### config.mk
export PLATFORM = sky130hd
export DESIGN_NAME = cursor_overlay
export DESIGN_NICKNAME = d
export VERILOG_FILES = /design/src/rtl/cursor_pkg.sv /design/src/rtl/cursor_ctrl.sv /design/src/rtl/cursor_dp.sv /design/src/rtl/cursor_overlay.sv
export SDC_FILE = /design/constraint.sdc
export NUM_CORES = 1
export LEC_CHECK = 0
export BUFFER_PORTS_ARGS = -buffer_cell sky130_fd_sc_hd__buf_2
export CORE_MARGIN = 2
export CORE_UTILIZATION = 55
export CTS_BUF_LIST = sky130_fd_sc_hd__clkbuf_8
export DETAILED_ROUTE_END_ITERATION = 16
export PLACE_DENSITY_LB_ADDON = 0.25
export SETUP_SLACK_MARGIN = 0.3
export SYNTH_ARGS = -nofsm -noshare
export SYNTH_HDL_FRONTEND = slang
export SYNTH_HIERARCHICAL = 1
export SYNTH_SLANG_ARGS = --single-unit
### constraint.sdc
create_clock -name clk -period 11 [get_ports clk]
set_input_delay 1.1 -clock clk [delete_from_list [all_inputs] [get_ports clk]]
set_output_delay 1.1 -clock clk [all_outputs]
set_load 0.02 [all_outputs]
### src/rtl/cursor_pkg.sv
package cursor_pkg;

  localparam int ADDR_W = 20;

  typedef enum logic [2:0] {
    REG_XLO  = 3'd0,
    REG_XHI  = 3'd1,
    REG_YLO  = 3'd2,
    REG_YHI  = 3'd3,
    REG_CTRL = 3'd4,
    REG_BASE = 3'd5,
    REG_BANK = 3'd6
  } curReg_t;

  typedef struct packed {
    logic frameLoad;
    logic lineClear;
    logic fetchStart;
    logic selXor;
    logic loadAnd;
    logic loadXor;
    logic lineDone;
  } curStrobe_t;

endpackage

### src/rtl/cursor_ctrl.sv
module cursor_ctrl
  import cursor_pkg::*;
(
  input  logic       clk,
  input  logic       rstN,
  input  logic       frameStart,
  input  logic       lineStart,
  input  logic       curEn,
  input  logic       inRange,
  input  logic       rdValid,
  output logic       rdReq,
  output curStrobe_t st
);

  typedef enum logic [2:0] {
    S_IDLE, S_REQ_AND, S_WAIT_AND, S_REQ_XOR, S_WAIT_XOR
  } state_t;

  state_t state, stateNext;

  always_ff @(posedge clk) begin
    if (!rstN) state <= S_IDLE;
    else       state <= stateNext;
  end

  always_comb begin
    st        = '0;
    rdReq     = 1'b0;
    stateNext = state;
    case (state)
      S_IDLE: begin
        if (lineStart) begin
          st.lineClear = 1'b1;
          if (curEn && inRange) begin
            st.fetchStart = 1'b1;
            stateNext     = S_REQ_AND;
          end
        end
      end
      S_REQ_AND: begin
        rdReq     = 1'b1;
        stateNext = S_WAIT_AND;
      end
      S_WAIT_AND: begin
        if (rdValid) begin
          st.loadAnd = 1'b1;
          stateNext  = S_REQ_XOR;
        end
      end
      S_REQ_XOR: begin
        rdReq     = 1'b1;
        st.selXor = 1'b1;
        stateNext = S_WAIT_XOR;
      end
      S_WAIT_XOR: begin
        st.selXor = 1'b1;
        if (rdValid) begin
          st.loadXor  = 1'b1;
          st.lineDone = 1'b1;
          stateNext   = S_IDLE;
        end
      end
      default: stateNext = S_IDLE;
    endcase
    // a new field aborts any fetch in flight
    if (frameStart) begin
      st.frameLoad = 1'b1;
      st.lineClear = 1'b1;
      stateNext    = S_IDLE;
    end
  end

endmodule

### src/rtl/cursor_dp.sv
module cursor_dp
  import cursor_pkg::*;
#(
  parameter int XW      = 11,
  parameter int YW      = 10,
  parameter int CUR_PIX = 32,
  parameter int PIX_W   = 24
) (
  input  logic              clk,
  input  logic              rstN,
  input  logic              regWrEn,
  input  logic [2:0]        regIdx,
  input  logic [7:0]        regData,
  input  curStrobe_t        st,
  input  logic              interlace,
  input  logic              oddField,
  input  logic [XW-1:0]     hCount,
  input  logic [YW-1:0]     vCount,
  input  logic [CUR_PIX-1:0] rdData,
  input  logic [PIX_W-1:0]  pixIn,
  output logic [ADDR_W-1:0] rdAddr,
  output logic [PIX_W-1:0]  pixOut,
  output logic              curEn,
  output logic              inRange,
  output logic              lineOn,
  output logic [XW-1:0]     curX
);

  localparam int XHI_W   = XW - 8;
  localparam int YHI_W   = YW - 8;
  localparam int STRIDE  = CUR_PIX / 8;
  localparam int XOR_OFF = CUR_PIX * STRIDE;
  localparam int IW      = $clog2(CUR_PIX);

  logic [7:0]        xLo, yLo, baseReg;
  logic [XHI_W-1:0]  xHi;
  logic [YHI_W-1:0]  yHi;
  logic [1:0]        bankReg;
  logic              enReg;
  logic [YW-1:0]     curY;
  logic [ADDR_W-1:0] patAddr, curAddr, fetchAddr;
  logic [CUR_PIX-1:0] andWord, xorWord;

  // register port
  always_ff @(posedge clk) begin
    if (!rstN) begin
      xLo <= '0; xHi <= '0; yLo <= '0; yHi <= '0;
      enReg <= 1'b0; baseReg <= '0; bankReg <= '0;
    end else if (regWrEn) begin
      case (curReg_t'(regIdx))
        REG_XLO:  xLo     <= regData;
        REG_XHI:  xHi     <= regData[XHI_W-1:0];
        REG_YLO:  yLo     <= regData;
        REG_YHI:  yHi     <= regData[YHI_W-1:0];
        REG_CTRL: enReg   <= regData[0];
        REG_BASE: baseReg <= regData;
        REG_BANK: bankReg <= regData[1:0];
        default: ;
      endcase
    end
  end

  assign curX    = {xHi, xLo};
  assign curY    = {yHi, yLo};
  assign curEn   = enReg;
  assign patAddr = {bankReg, 2'b11, baseReg, 8'h00};

  // vertical window, no wrap-around
  logic [YW:0] dy;
  assign dy      = {1'b0, vCount} - {1'b0, curY};
  assign inRange = !dy[YW] && (dy < (YW+1)'(CUR_PIX));

  // pattern pointer
  logic preStep, postStep;
  assign preStep  = interlace & oddField;
  assign postStep = interlace & ~oddField;

  always_ff @(posedge clk) begin
    if (!rstN) begin
      curAddr   <= '0;
      fetchAddr <= '0;
      andWord   <= '0;
      xorWord   <= '0;
      lineOn    <= 1'b0;
    end else begin
      if (st.fetchStart)
        fetchAddr <= curAddr + (preStep ? ADDR_W'(STRIDE) : '0);
      if (st.loadAnd) andWord <= rdData;
      if (st.loadXor) xorWord <= rdData;
      if (st.lineClear) lineOn <= 1'b0;
      if (st.lineDone) begin
        lineOn  <= 1'b1;
        curAddr <= fetchAddr + ADDR_W'(STRIDE) + (postStep ? ADDR_W'(STRIDE) : '0);
      end
      if (st.frameLoad) begin
        curAddr <= patAddr;
        lineOn  <= 1'b0;
      end
    end
  end

  assign rdAddr = fetchAddr + (st.selXor ? ADDR_W'(XOR_OFF) : '0);

  // pixel overlay
  logic [XW:0]   dx;
  logic          inSpan;
  logic [IW-1:0] bitIdx;
  logic [PIX_W-1:0] masked;
  assign dx     = {1'b0, hCount} - {1'b0, curX};
  assign inSpan = lineOn && !dx[XW] && (dx < (XW+1)'(CUR_PIX));
  assign bitIdx = IW'(CUR_PIX - 1) - dx[IW-1:0];
  assign masked = andWord[bitIdx] ? pixIn : '0;

  always_ff @(posedge clk) begin
    if (!rstN)       pixOut <= '0;
    else if (inSpan) pixOut <= masked ^ {PIX_W{xorWord[bitIdx]}};
    else             pixOut <= pixIn;
  end

endmodule

### src/rtl/cursor_overlay.sv
module cursor_overlay
  import cursor_pkg::*;
#(
  parameter int XW      = 11,
  parameter int YW      = 10,
  parameter int CUR_PIX = 32,
  parameter int PIX_W   = 24
) (
  input  logic               clk,
  input  logic               rstN,
  input  logic               regWrEn,
  input  logic [2:0]         regIdx,
  input  logic [7:0]         regData,
  input  logic               frameStart,
  input  logic               lineStart,
  input  logic               interlace,
  input  logic               oddField,
  input  logic [XW-1:0]      hCount,
  input  logic [YW-1:0]      vCount,
  output logic               rdReq,
  output logic [ADDR_W-1:0]  rdAddr,
  input  logic               rdValid,
  input  logic [CUR_PIX-1:0] rdData,
  input  logic [PIX_W-1:0]   pixIn,
  output logic [PIX_W-1:0]   pixOut
);

  curStrobe_t    st;
  logic          curEn, inRange, lineOn;
  logic [XW-1:0] curX;

  cursor_ctrl i_ctrl (
    .clk(clk), .rstN(rstN), .frameStart(frameStart), .lineStart(lineStart),
    .curEn(curEn), .inRange(inRange), .rdValid(rdValid),
    .rdReq(rdReq), .st(st)
  );

  cursor_dp #(.XW(XW), .YW(YW), .CUR_PIX(CUR_PIX), .PIX_W(PIX_W)) i_dp (
    .clk(clk), .rstN(rstN), .regWrEn(regWrEn), .regIdx(regIdx), .regData(regData),
    .st(st), .interlace(interlace), .oddField(oddField),
    .hCount(hCount), .vCount(vCount), .rdData(rdData), .pixIn(pixIn),
    .rdAddr(rdAddr), .pixOut(pixOut), .curEn(curEn), .inRange(inRange),
    .lineOn(lineOn), .curX(curX)
  );

endmodule

Word level (Yosys, flattened, before mapping):

Index checks and enable logic that the tools add are counted.
Widths: inputs -> output; s select.

* output and inout port bits: 45
* word-level logic and storage cells: 94
* input bits: 96
* register bits after elaboration: 164

* reduce and logical (&&, ||, !) cells: 22
* eq/ne operators: 14
* add/sub/neg operators: 7
* bitwise logic cells: 5
* magnitude comparators: 3
* mux-type cells: 28

Operators with widths (count)
* $add 20x20->20: 3
* $mux 24: 2
* $mux 20: 2
* $xor 24x24->24: 1
* $add 20x3->20 const B: 1
* $mux 3: 6
* $pmux 3 s5: 1
* $reduce_and 2->1: 7
* $eq 3x2->1 const B: 4
* $eq 3x3->1 const B: 4
* $lt 12x6->1 const B: 1
* $sub 11x11->12: 1
* $lt 11x6->1 const B: 1
* $sub 10x10->11: 1
* $bmux 1 s5: 2
* $mux 2: 5
* $mux 1: 9
* $mux 8: 1
* $reduce_or 2->1: 4
* $eq 3x1->1 const B: 2
* $logic_not 3->1: 2
* $lt 5x6->1 const B: 1
* $ne 2x2->1 const B: 3
* $sub 5x5->5 const A: 1
* other kinds (7): 14

Longest topological paths before layout:

Gate-level depths: netlist of run 1.

* word-level depth: 10
* depth in mapped cells: 14
* depth with buffers taken out: 13

Hierarchy:

Netlist of run 1, hierarchy kept.

By module, submodules not included
* cursor_dp: sequential area each 3223.1 um^2, times used 1, cells each 891, area each 8086.5 um^2
* cursor_ctrl: sequential area each 60.1 um^2, times used 1, cells each 24, area each 202.7 um^2

Worst setup path after synthesis of run 1:

Ideal clock, no wire load.

* path type: input-to-reg
* from: in hCount[0]
* to: reg i_dp.pixOut[3]
* setup time: 0.117 ns
* data required time: 10.883 ns
* buffers on the path: 4
* stages: 13
* path slack: 6.757 ns
* arrival time: 4.126 ns
* cell sequence: inv_1 ha_1 inv_1 fa_1 clkbuf_1 buf_1 mux4_2 mux4_2 mux2_4 and2_1 clkbuf_2 buf_6 a32o_1

* cells in the longest elaborated chain, start to end: 7
* elaborated cells on any way between the ends: 13
* those cells by class: add/sub (2); order compare (1); mux (6); bitwise (1); reduce/logical (3)

Ends and longest elaborated chain
* start: declaration: RTL line cursor_overlay.sv:18 `input logic [XW-1:0] hCount,`
* $sub 11x11->12 *: RTL line cursor_dp.sv:109 `assign dx = {1'b0, hCount} - {1'b0, curX};`
* $sub 5x5->5: RTL line cursor_dp.sv:111 `assign bitIdx = IW'(CUR_PIX - 1) - dx[IW-1:0];`
* $bmux 1 s5: RTL line cursor_dp.sv:112 `assign masked = andWord[bitIdx] ? pixIn : '0;`
* $mux 1 (implied by the code): RTL line cursor_dp.sv:112
* $mux 24: RTL line cursor_dp.sv:112
* $xor 24x24->24: RTL line cursor_dp.sv:116 `else if (inSpan) pixOut <= masked ^ {PIX_W{xorWord[bitIdx]}};`
* $mux 24 *: RTL line cursor_dp.sv:116
* end signal: assignment: RTL line cursor_dp.sv:116
* end signal: assignment: RTL line cursor_dp.sv:117 `else pixOut <= pixIn;`
* end: declaration: RTL line cursor_dp.sv:22 `output logic [PIX_W-1:0] pixOut,`

Mark *: on every way between the ends. The rest lies on a longest branch, timed or not. The select of a mux whose other input is x is not followed.
A chain may end at the register's enable or synchronous reset.

Worst setup path in the final report of run 1:

* from: in hCount[0]
* to: reg i_dp.pixOut[20]

The elaborated chain is that of the path after synthesis.

==> run_summary.xml, run 1 <==
<?xml version="1.0" encoding="UTF-8"?>
<metrics>
  <group name="worst_setup_path">
    <metric name="critical_path.endpoint_type" unit="">register</metric>
    <metric name="timing.critical_path.slowest_stage_cell" unit="">sky130_fd_sc_hd__fa_1</metric>
    <metric name="arrival" unit="ps">4890</metric>
    <metric name="worst_path_largest_cell_delay" unit="ps">960</metric>
    <metric name="critical_path_class" unit="">in2reg</metric>
    <metric name="critical_path.n_buffers_inverters" unit="">3</metric>
    <metric name="cp_required" unit="ps">11360</metric>
    <metric name="start_kind" unit="">primary input</metric>
    <metric name="worstPathMaxFanout" unit="">25</metric>
    <metric name="crit_family" unit="">multiplexers</metric>
    <metric name="crit_chain" unit="">buf_2 -&gt; inv_1 -&gt; ha_1 -&gt; inv_1 -&gt; fa_1 -&gt; mux4_2 -&gt; mux4_2 -&gt; mux2i_4 -&gt; o2111ai_4 -&gt; a32o_1</metric>
  </group>
  <group name="cts">
    <metric name="worst_setup_hold_path_clk_slew" unit="ps">90</metric>
    <metric name="cts.repair_timing.setup_buffer_count" unit="">0</metric>
    <metric name="cts_buffer_depth" unit="">2</metric>
    <metric name="tritoncts" unit="">done</metric>
    <metric name="htreeDepth" unit="">4</metric>
    <metric name="clock_sinks" unit="">164</metric>
    <metric name="clkLatencyLatePin" unit="ps">470</metric>
    <metric name="post_cts_resize_count" unit="">0</metric>
    <metric name="cts_inserted_buffers" unit="">17</metric>
    <metric name="ctsHoldBuffers" unit="">0</metric>
    <metric name="root_buffer" unit="">sky130_fd_sc_hd__clkbuf_8</metric>
  </group>
  <group name="global_route">
    <metric name="wire_length_of_the_first_global_routing_pass" unit="mm">30.4</metric>
    <metric name="grt.total_usage" unit="">0.234</metric>
    <metric name="first_global_vias" unit="">6172</metric>
    <metric name="globalRouteOverflowTotal" unit="">0</metric>
    <metric name="pin_count_of_the_biggest_net_entering_global_routing" unit="">87</metric>
    <metric name="number_of_antenna_violations_at_the_first_check_in_global_routing" unit="">0</metric>
  </group>
  <group name="power_and_ir_drop">
    <metric name="power-per-cell-area" unit="nW/µm²">122</metric>
    <metric name="vdd_drop_max" unit="mV">0.101</metric>
    <metric name="cellLeakagePower" unit="µW">0.00354</metric>
  </group>
  <group name="layout">
    <metric name="fillers" unit="">1250</metric>
    <metric name="area_delta_synth_final" unit="%">12.3</metric>
    <metric name="layout.core_utilization" unit="">0.636</metric>
    <metric name="share_of_cells_above_drive_strength_1" unit="">0.199</metric>
    <metric name="nNetsFinal" unit="">1134</metric>
    <metric name="antennaDiodeCount" unit="">0</metric>
    <metric name="fin_cells" unit="">1207</metric>
    <metric name="seq_area" unit="µm²">3280</metric>
    <metric name="area_of_the_multi_input_gates" unit="µm²">4550</metric>
  </group>
  <group name="placed_design">
    <metric name="dp_slack" unit="ps">5990</metric>
    <metric name="io_buffers" unit="">140</metric>
    <metric name="place_congestion" unit="">0.850</metric>
    <metric name="hpwl" unit="mm">13.1</metric>
    <metric name="dp_cells" unit="">1175</metric>
  </group>
  <group name="detailed_routing">
    <metric name="drt-initial-drc-count" unit="">442</metric>
    <metric name="drt-vias-per-instance" unit="">5.59</metric>
    <metric name="dr.pass1.iters" unit="">5</metric>
    <metric name="drt-wirelength-per-cell" unit="µm">15.3</metric>
    <metric name="routed_wl" unit="mm">18.5</metric>
    <metric name="route.antenna.remaining_nets" unit="">0</metric>
    <metric name="route.vias.total" unit="">6746</metric>
    <metric name="drc_violations_left" unit="">0</metric>
  </group>
  <group name="sta">
    <metric name="setup_viol" unit="">0</metric>
    <metric name="final_max_slew_viols" unit="">0</metric>
    <metric name="finalHoldViolations" unit="">0</metric>
    <metric name="worst-slew-pin-transition" unit="ps">877</metric>
    <metric name="finalWorstPathRequiredPeriod" unit="ps">4530</metric>
    <metric name="timing.final.ws_setup" unit="ps">6470</metric>
    <metric name="timing.max_slew.rel_slack" unit="">0.416</metric>
    <metric name="timing.setup.tns" unit="ps">0</metric>
    <metric name="holdWs" unit="ps">454</metric>
    <metric name="fin_worst_skew" unit="ps">8.11</metric>
    <metric name="setup_repair_after_global_routing_missed_its_margin" unit="">false</metric>
    <metric name="fmaxAchievable" unit="MHz">221</metric>
    <metric name="post-route-period-util" unit="">0.412</metric>
  </group>
  <group name="die">
    <metric name="placementRows" unit="">44</metric>
    <metric name="die_h" unit="µm">127</metric>
    <metric name="chip_width" unit="µm">127</metric>
    <metric name="io_pins" unit="">141</metric>
    <metric name="fp.coreArea" unit="µm²">14600</metric>
    <metric name="design.die.area" unit="µm²">16100</metric>
    <metric name="initial_utilization" unit="">0.566</metric>
  </group>
  <group name="logic_synthesis">
    <metric name="synth-edff-count" unit="">0</metric>
    <metric name="mapped_avg_cell_area" unit="µm²">9.06</metric>
    <metric name="ys.warnings.count" unit="">6</metric>
    <metric name="synth.ff_latch_count" unit="">164</metric>
    <metric name="post_synth_num_cell_types" unit="">65</metric>
    <metric name="synthCells" unit="">915</metric>
    <metric name="async_flop_share" unit="">0</metric>
    <metric name="seq_total_area_yosys" unit="">0.396</metric>
    <metric name="synthesis.nets" unit="">1039</metric>
    <metric name="ys_dominant_reg_cell" unit="">sky130_fd_sc_hd__dfxtp_1</metric>
    <metric name="mappedNetlistArea" unit="µm²">8290</metric>
  </group>
  <group name="hold_path">
    <metric name="hold_path_class" unit="">reg2reg</metric>
  </group>
  <group name="run">
    <metric name="maxCapViolCount" unit="">0</metric>
  </group>
  <group name="outcome">
    <metric name="status" unit="">finished, final reports clean</metric>
  </group>
</metrics>
==> cell usage in the layout, fill, tap and decap left out, types with 3 or more instances in the layout <==
cell type and instances:
sky130_fd_sc_hd__nand2_1 92, sky130_fd_sc_hd__o21a_1 8, sky130_fd_sc_hd__nor2_1 140, sky130_fd_sc_hd__buf_2 140
sky130_fd_sc_hd__ha_1 27, sky130_fd_sc_hd__nand4_1 6, sky130_fd_sc_hd__mux2i_1 81, sky130_fd_sc_hd__clkinv_2 4
sky130_fd_sc_hd__nand3_1 21, sky130_fd_sc_hd__a211oi_1 28, sky130_fd_sc_hd__mux4_2 20, sky130_fd_sc_hd__o21ai_0 32
sky130_fd_sc_hd__and2_1 6, sky130_fd_sc_hd__a311oi_1 3, sky130_fd_sc_hd__xor2_1 25, sky130_fd_sc_hd__nand2b_1 7
sky130_fd_sc_hd__clkbuf_8 22, sky130_fd_sc_hd__nor2b_1 4, sky130_fd_sc_hd__and3_1 9, sky130_fd_sc_hd__nor3_1 6
sky130_fd_sc_hd__inv_1 35, sky130_fd_sc_hd__buf_4 4, sky130_fd_sc_hd__dfxtp_1 164, sky130_fd_sc_hd__a21oi_1 46
sky130_fd_sc_hd__or3_1 7, sky130_fd_sc_hd__a32o_1 23, sky130_fd_sc_hd__xnor2_1 19
==> final timing paths <==
| path | endpoint | depth (start not counted) | from | slack (ps) |
|---|---|---|---|---|
| worst max register to register | i_dp/pixOut[20] | 8 | i_dp/xLo[0] | 6850 |
| worst min register to register | i_dp/curAddr[19] | 2 | i_dp/bankReg[1] | 450 |
| worst min-delay path | i_dp/curAddr[19] | 2 | i_dp/bankReg[1] | 450 |
| worst max-delay path | i_dp/pixOut[20] | 10 | hCount[0] | 6470 |
==> where the power goes <==
part	total, µW	switching [µW]	internal [µW]	leakage (µW)
Combinational	109	63.9	45.0	0.00200
Sequential	605	3.58	601	0.00133
Clock	425	218	207	0.000209
==> flip-flops by register name, indices dropped and copies added (netlist names) <==
register	count
i_dp/baseReg	8
i_dp/curEn	1
i_dp/xLo	8
i_dp/pixOut	24
i_dp/fetchAddr	20
i_dp/xHi	3
i_dp/lineOn	1
i_dp/andWord	32
i_dp/curAddr	20
i_dp/xorWord	32
i_ctrl/state	3
i_dp/yLo	8
i_dp/yHi	2
i_dp/bankReg	2
==> per-stage QoR <==
stage | area (µm²) | power, µW
final | 9310 | 1140
after global routing | 9310 | 1190
after CTS | 9310 | 1150
after detailed placement | 8920 | 727
after global placement | 8920 | 725
after floorplan | 8290 | 687
==> Yosys cell counts, types with 2 or more instances <==
cell / count / area [µm²]
sky130_fd_sc_hd__ha_1: 27 / 338
sky130_fd_sc_hd__buf_1: 11 / 41.3
sky130_fd_sc_hd__clkbuf_1: 38 / 143
sky130_fd_sc_hd__o2111ai_1: 2 / 17.5
sky130_fd_sc_hd__or3_1: 7 / 43.8
sky130_fd_sc_hd__buf_2: 2 / 10.0
sky130_fd_sc_hd__inv_1: 32 / 120
sky130_fd_sc_hd__buf_4: 10 / 75.1
sky130_fd_sc_hd__o21a_1: 8 / 60.1
sky130_fd_sc_hd__buf_6: 6 / 67.6
sky130_fd_sc_hd__o211ai_1: 2 / 15.0
sky130_fd_sc_hd__nor3_1: 7 / 35.0
sky130_fd_sc_hd__a21o_1: 2 / 15.0
sky130_fd_sc_hd__o21ai_0: 32 / 160
sky130_fd_sc_hd__a21oi_1: 46 / 230
sky130_fd_sc_hd__nor2b_1: 4 / 25.0
sky130_fd_sc_hd__nand3_1: 21 / 105
sky130_fd_sc_hd__mux2i_1: 81 / 811
sky130_fd_sc_hd__a211oi_1: 28 / 210
sky130_fd_sc_hd__and2_1: 6 / 37.5
sky130_fd_sc_hd__nand2b_1: 7 / 43.8
sky130_fd_sc_hd__and3_1: 9 / 56.3
sky130_fd_sc_hd__nand4_1: 6 / 37.5
sky130_fd_sc_hd__mux4_2: 20 / 450
sky130_fd_sc_hd__dfxtp_1: 164 / 3280
sky130_fd_sc_hd__a311oi_1: 3 / 26.3
sky130_fd_sc_hd__xnor2_1: 19 / 166
sky130_fd_sc_hd__xor2_1: 25 / 219
sky130_fd_sc_hd__a32o_1: 23 / 230
sky130_fd_sc_hd__nor2_1: 141 / 529
sky130_fd_sc_hd__nand2_1: 92 / 345
==> cell families after synthesis <==
| group | Yosys count | synth area share |
|---|---|---|
| buffers and inverters | 101 | 0.0562 |
| XOR/XNOR | 44 | 0.0465 |
| flip-flops | 164 | 0.396 |
| AND/OR/NAND/NOR | 312 | 0.164 |
| multiplexers | 103 | 0.157 |
| adder cells (fa/ha/maj) | 28 | 0.0432 |
| AO/OA/AOI/OAI | 163 | 0.138 |
==> worst reg2reg max path: stages (launching register included) <==
cell and delay (ps):
sky130_fd_sc_hd__dfxtp_1 390, sky130_fd_sc_hd__ha_1 190, sky130_fd_sc_hd__inv_1 50, sky130_fd_sc_hd__fa_1 960, sky130_fd_sc_hd__mux4_2 420, sky130_fd_sc_hd__mux4_2 500, sky130_fd_sc_hd__mux2i_4 650, sky130_fd_sc_hd__o2111ai_4 460
sky130_fd_sc_hd__a32o_1 420
==> area by class of cell <==
| cell class | count | area share |
|---|---|---|
| multi-input cells | 650 | 0.489 |
| clock buffers | 22 | 0.0325 |
| clock inverters | 10 | 0.00874 |
| inverters | 33 | 0.0134 |
| flip-flops and latches | 164 | 0.353 |
| well taps | 184 | 0.0247 |
| repair buffers | 144 | 0.0785 |
==> per-layer routing <==
metal	share of wire	vias up	global-route usage	routed length, µm
met5	0	-	0	0
li1	-	3382	-	-
met1	0.48	3177	0.329	8880
met3	0.051	19	0.0553	938
met4	0.011	0	0.0659	213
met2	0.46	168	0.364	8500
Power figures use the tool's default switching activity.
==> run 2, diff against run 1 <==
--- a/config.mk
+++ b/config.mk
@@ -7,7 +7,7 @@
 export LEC_CHECK = 0
 export BUFFER_PORTS_ARGS = -buffer_cell sky130_fd_sc_hd__buf_2
 export CORE_MARGIN = 2
-export CORE_UTILIZATION = 55
+export CORE_UTILIZATION = 53
 export CTS_BUF_LIST = sky130_fd_sc_hd__clkbuf_8
 export DETAILED_ROUTE_END_ITERATION = 16
 export PLACE_DENSITY_LB_ADDON = 0.25
==> constraint.sdc (replaced) <==
create_clock -name clk -period 3.9 [get_ports clk]
set_input_delay 0.39 -clock clk [delete_from_list [all_inputs] [get_ports clk]]
set_output_delay 0.39 -clock clk [all_outputs]
set_load 0.02 [all_outputs]
==> run 2 against run 1 <==
Hold slack got worse by 270 ps. Utilization down 1.7 points. Sequential cell count unchanged. Setup slack lost 6000 ps. Critical path type is now reg2reg.
==> run_summary.xml, run 2 (synthesized netlist as in run 1, its figures left out) <==
<?xml version="1.0" encoding="UTF-8"?>
<metrics>
  <group name="layout">
    <metric name="seq_area" unit="µm²">3280</metric>
    <metric name="area_delta_synth_final" unit="%">13.8</metric>
    <metric name="mostFrequentLayoutCell" unit="">sky130_fd_sc_hd__dfxtp_1</metric>
    <metric name="largest_registers" unit="">i_dp/andWord x32, i_dp/xorWord x32, i_dp/pixOut x24</metric>
    <metric name="fin_cells" unit="">1241</metric>
    <metric name="nNetsFinal" unit="">1141</metric>
    <metric name="area_of_the_multi_input_gates" unit="µm²">4550</metric>
    <metric name="share_of_cells_above_drive_strength_1" unit="">0.208</metric>
    <metric name="most_used_cells_in_the_layout_excluding_fill_and_tap_cells" unit="">sky130_fd_sc_hd__dfxtp_1 (164), sky130_fd_sc_hd__nor2_1 (140), sky130_fd_sc_hd__buf_2 (140)</metric>
    <metric name="fillers" unit="">1308</metric>
    <metric name="antennaDiodeCount" unit="">0</metric>
  </group>
  <group name="power_and_ir_drop">
    <metric name="switching_share" unit="">0.259</metric>
    <metric name="power_switching" unit="µW">845</metric>
    <metric name="gate_power_share" unit="">0.095</metric>
    <metric name="power-per-cell-area" unit="nW/µm²">346</metric>
    <metric name="internal_power" unit="µW">2420</metric>
    <metric name="power.sequential.fraction" unit="">0.522</metric>
    <metric name="cellLeakagePower" unit="µW">0.00357</metric>
    <metric name="vdd_drop_max" unit="mV">0.254</metric>
    <metric name="clock_power_share" unit="">0.382</metric>
  </group>
  <group name="sta">
    <metric name="final_max_slew_viols" unit="">0</metric>
    <metric name="setup_repair_after_global_routing_missed_its_margin" unit="">false</metric>
    <metric name="post-route-period-util" unit="">0.872</metric>
    <metric name="timing.setup.tns" unit="ps">0</metric>
    <metric name="timing.final.ws_setup" unit="ps">498</metric>
    <metric name="fmaxAchievable" unit="MHz">294</metric>
    <metric name="finalHoldViolations" unit="">0</metric>
    <metric name="worst-slew-pin-transition" unit="ps">925</metric>
    <metric name="setup_viol" unit="">0</metric>
    <metric name="timing.max_slew.rel_slack" unit="">0.382</metric>
    <metric name="finalWorstPathRequiredPeriod" unit="ps">3400</metric>
    <metric name="fin_worst_skew" unit="ps">11.4</metric>
  </group>
  <group name="detailed_routing">
    <metric name="drt-vias-per-instance" unit="">5.41</metric>
    <metric name="route.vias.total" unit="">6710</metric>
    <metric name="drc_violations_left" unit="">0</metric>
    <metric name="route.antenna.remaining_nets" unit="">0</metric>
    <metric name="drt-initial-drc-count" unit="">414</metric>
    <metric name="drt-wirelength-per-cell" unit="µm">14.8</metric>
    <metric name="routed_wl" unit="mm">18.3</metric>
    <metric name="dr.pass1.iters" unit="">5</metric>
  </group>
  <group name="cts">
    <metric name="clock_sinks" unit="">164</metric>
    <metric name="root_buffer" unit="">sky130_fd_sc_hd__clkbuf_8</metric>
    <metric name="cts_buffer_depth" unit="">2</metric>
    <metric name="tritoncts" unit="">done</metric>
    <metric name="ctsHoldBuffers" unit="">0</metric>
    <metric name="clkLatencyLatePin" unit="ps">450</metric>
    <metric name="htreeDepth" unit="">4</metric>
    <metric name="cts_inserted_buffers" unit="">17</metric>
    <metric name="worst_setup_hold_path_clk_slew" unit="ps">90</metric>
  </group>
  <group name="global_route">
    <metric name="globalRouteOverflowTotal" unit="">0</metric>
    <metric name="wire_length_of_the_first_global_routing_pass" unit="mm">29.9</metric>
    <metric name="pin_count_of_the_biggest_net_entering_global_routing" unit="">110</metric>
    <metric name="number_of_antenna_violations_at_the_first_check_in_global_routing" unit="">0</metric>
    <metric name="first_global_vias" unit="">6104</metric>
    <metric name="grt.total_usage" unit="">0.224</metric>
  </group>
  <group name="worst_setup_path">
    <metric name="worstSetupEndpoint" unit="">i_dp/pixOut[23]</metric>
    <metric name="critical_path_class" unit="">reg2reg</metric>
    <metric name="timing.reg2reg.setup_slack" unit="ps">500</metric>
    <metric name="timing.rr.start" unit="">i_dp/xLo[0]</metric>
    <metric name="arrival" unit="ps">3790</metric>
    <metric name="start_kind" unit="">register</metric>
    <metric name="critical_path.endpoint_type" unit="">register</metric>
    <metric name="worstPathMaxFanout" unit="">24</metric>
    <metric name="worstReg2RegEnd" unit="">i_dp/pixOut[23]</metric>
    <metric name="cp_required" unit="ps">4290</metric>
    <metric name="count_of_cells_along_the_worst_register_to_register_path" unit="">11</metric>
    <metric name="startpoint" unit="">i_dp/xLo[0]</metric>
  </group>
  <group name="placed_design">
    <metric name="hpwl" unit="mm">12.9</metric>
    <metric name="io_buffers" unit="">140</metric>
    <metric name="dp_slack" unit="ps">213</metric>
    <metric name="dp_cells" unit="">1209</metric>
    <metric name="place_congestion" unit="">0.794</metric>
  </group>
  <group name="die">
    <metric name="placementRows" unit="">45</metric>
    <metric name="initial_utilization" unit="">0.543</metric>
    <metric name="chip_width" unit="µm">129</metric>
    <metric name="fp.coreArea" unit="µm²">15300</metric>
    <metric name="io_pins" unit="">141</metric>
    <metric name="design.die.area" unit="µm²">16700</metric>
    <metric name="die_h" unit="µm">129</metric>
  </group>
  <group name="outcome">
    <metric name="status" unit="">finished, final reports clean</metric>
  </group>
  <group name="hold_path">
    <metric name="hold_path_class" unit="">in2reg</metric>
    <metric name="min_delay_path_depth" unit="">3</metric>
  </group>
  <group name="run">
    <metric name="maxCapViolCount" unit="">0</metric>
  </group>
</metrics>
## run 2: per-stage QoR
step	instance area (µm²)	hold WS, ps	util	total power (µW)
global route	9440	156	0.618	3410
global placement	9030	442	0.592	2050
finish	9440	179	0.618	3270
CTS	9440	151	0.618	3300
detailed placement	9030	448	0.592	2060
floorplan	8290	432	-	1940
## run 2: cell type report
| type | count | area share |
|---|---|---|
| Clock buffer | 18 | 0.0263 |
| Sequential cell | 164 | 0.348 |
| Timing Repair Buffer | 151 | 0.0857 |
| Tap cell | 211 | 0.0280 |
| Clock inverter | 14 | 0.0163 |
| Multi-Input combinational cell | 650 | 0.483 |
| Inverter | 33 | 0.0133 |
## run 2: per-layer routing
metal	GRT usage	up-vias	wire, µm
met4	0.0486	0	140
met3	0.0553	15	1060
met1	0.321	3111	9070
met5	0	-	0
met2	0.345	172	8040
li1	-	3412	-
## run 2: power groups by stage
stage          Sequential (µW)  Combinational (µW)  Clock, µW
2_1_floorplan             1760                 177          0
3_3_place_gp              1750                 306          0
3_5_place_dp              1750                 310          0
4_1_cts                   1710                 312       1280
5_1_grt                   1710                 344       1350
6_report                  1710                 311       1250
## run 2: critical path: stages (launching register included)
cell and delay (ps):
sky130_fd_sc_hd__dfxtp_1 370, sky130_fd_sc_hd__ha_1 170, sky130_fd_sc_hd__inv_1 50, sky130_fd_sc_hd__fa_1 650, sky130_fd_sc_hd__buf_4 260, sky130_fd_sc_hd__mux4_2 320, sky130_fd_sc_hd__mux4_2 470, sky130_fd_sc_hd__mux2_4 320
sky130_fd_sc_hd__o2111ai_4 190, sky130_fd_sc_hd__buf_4 310, sky130_fd_sc_hd__nand2_1 110, sky130_fd_sc_hd__a21oi_2 130
## run 2: worst min-delay path by stage
stage                               start                to  slack [ps]
after floorplan           i_dp/bankReg[1]  i_dp/curAddr[19]         430
after global placement        i_dp/yLo[4]       i_dp/yLo[4]         440
after detailed placement      i_dp/yLo[4]       i_dp/yLo[4]         450
after CTS                       rdData[9]   i_dp/xorWord[9]         150
after global routing           rdData[24]  i_dp/xorWord[24]         160
final                           rdData[9]   i_dp/xorWord[9]         180
## run 2: repair_timing
action,in CTS,in global routing
gates resized for setup,0,1
setup endpoints to repair,0,23
setup buffers,0,0
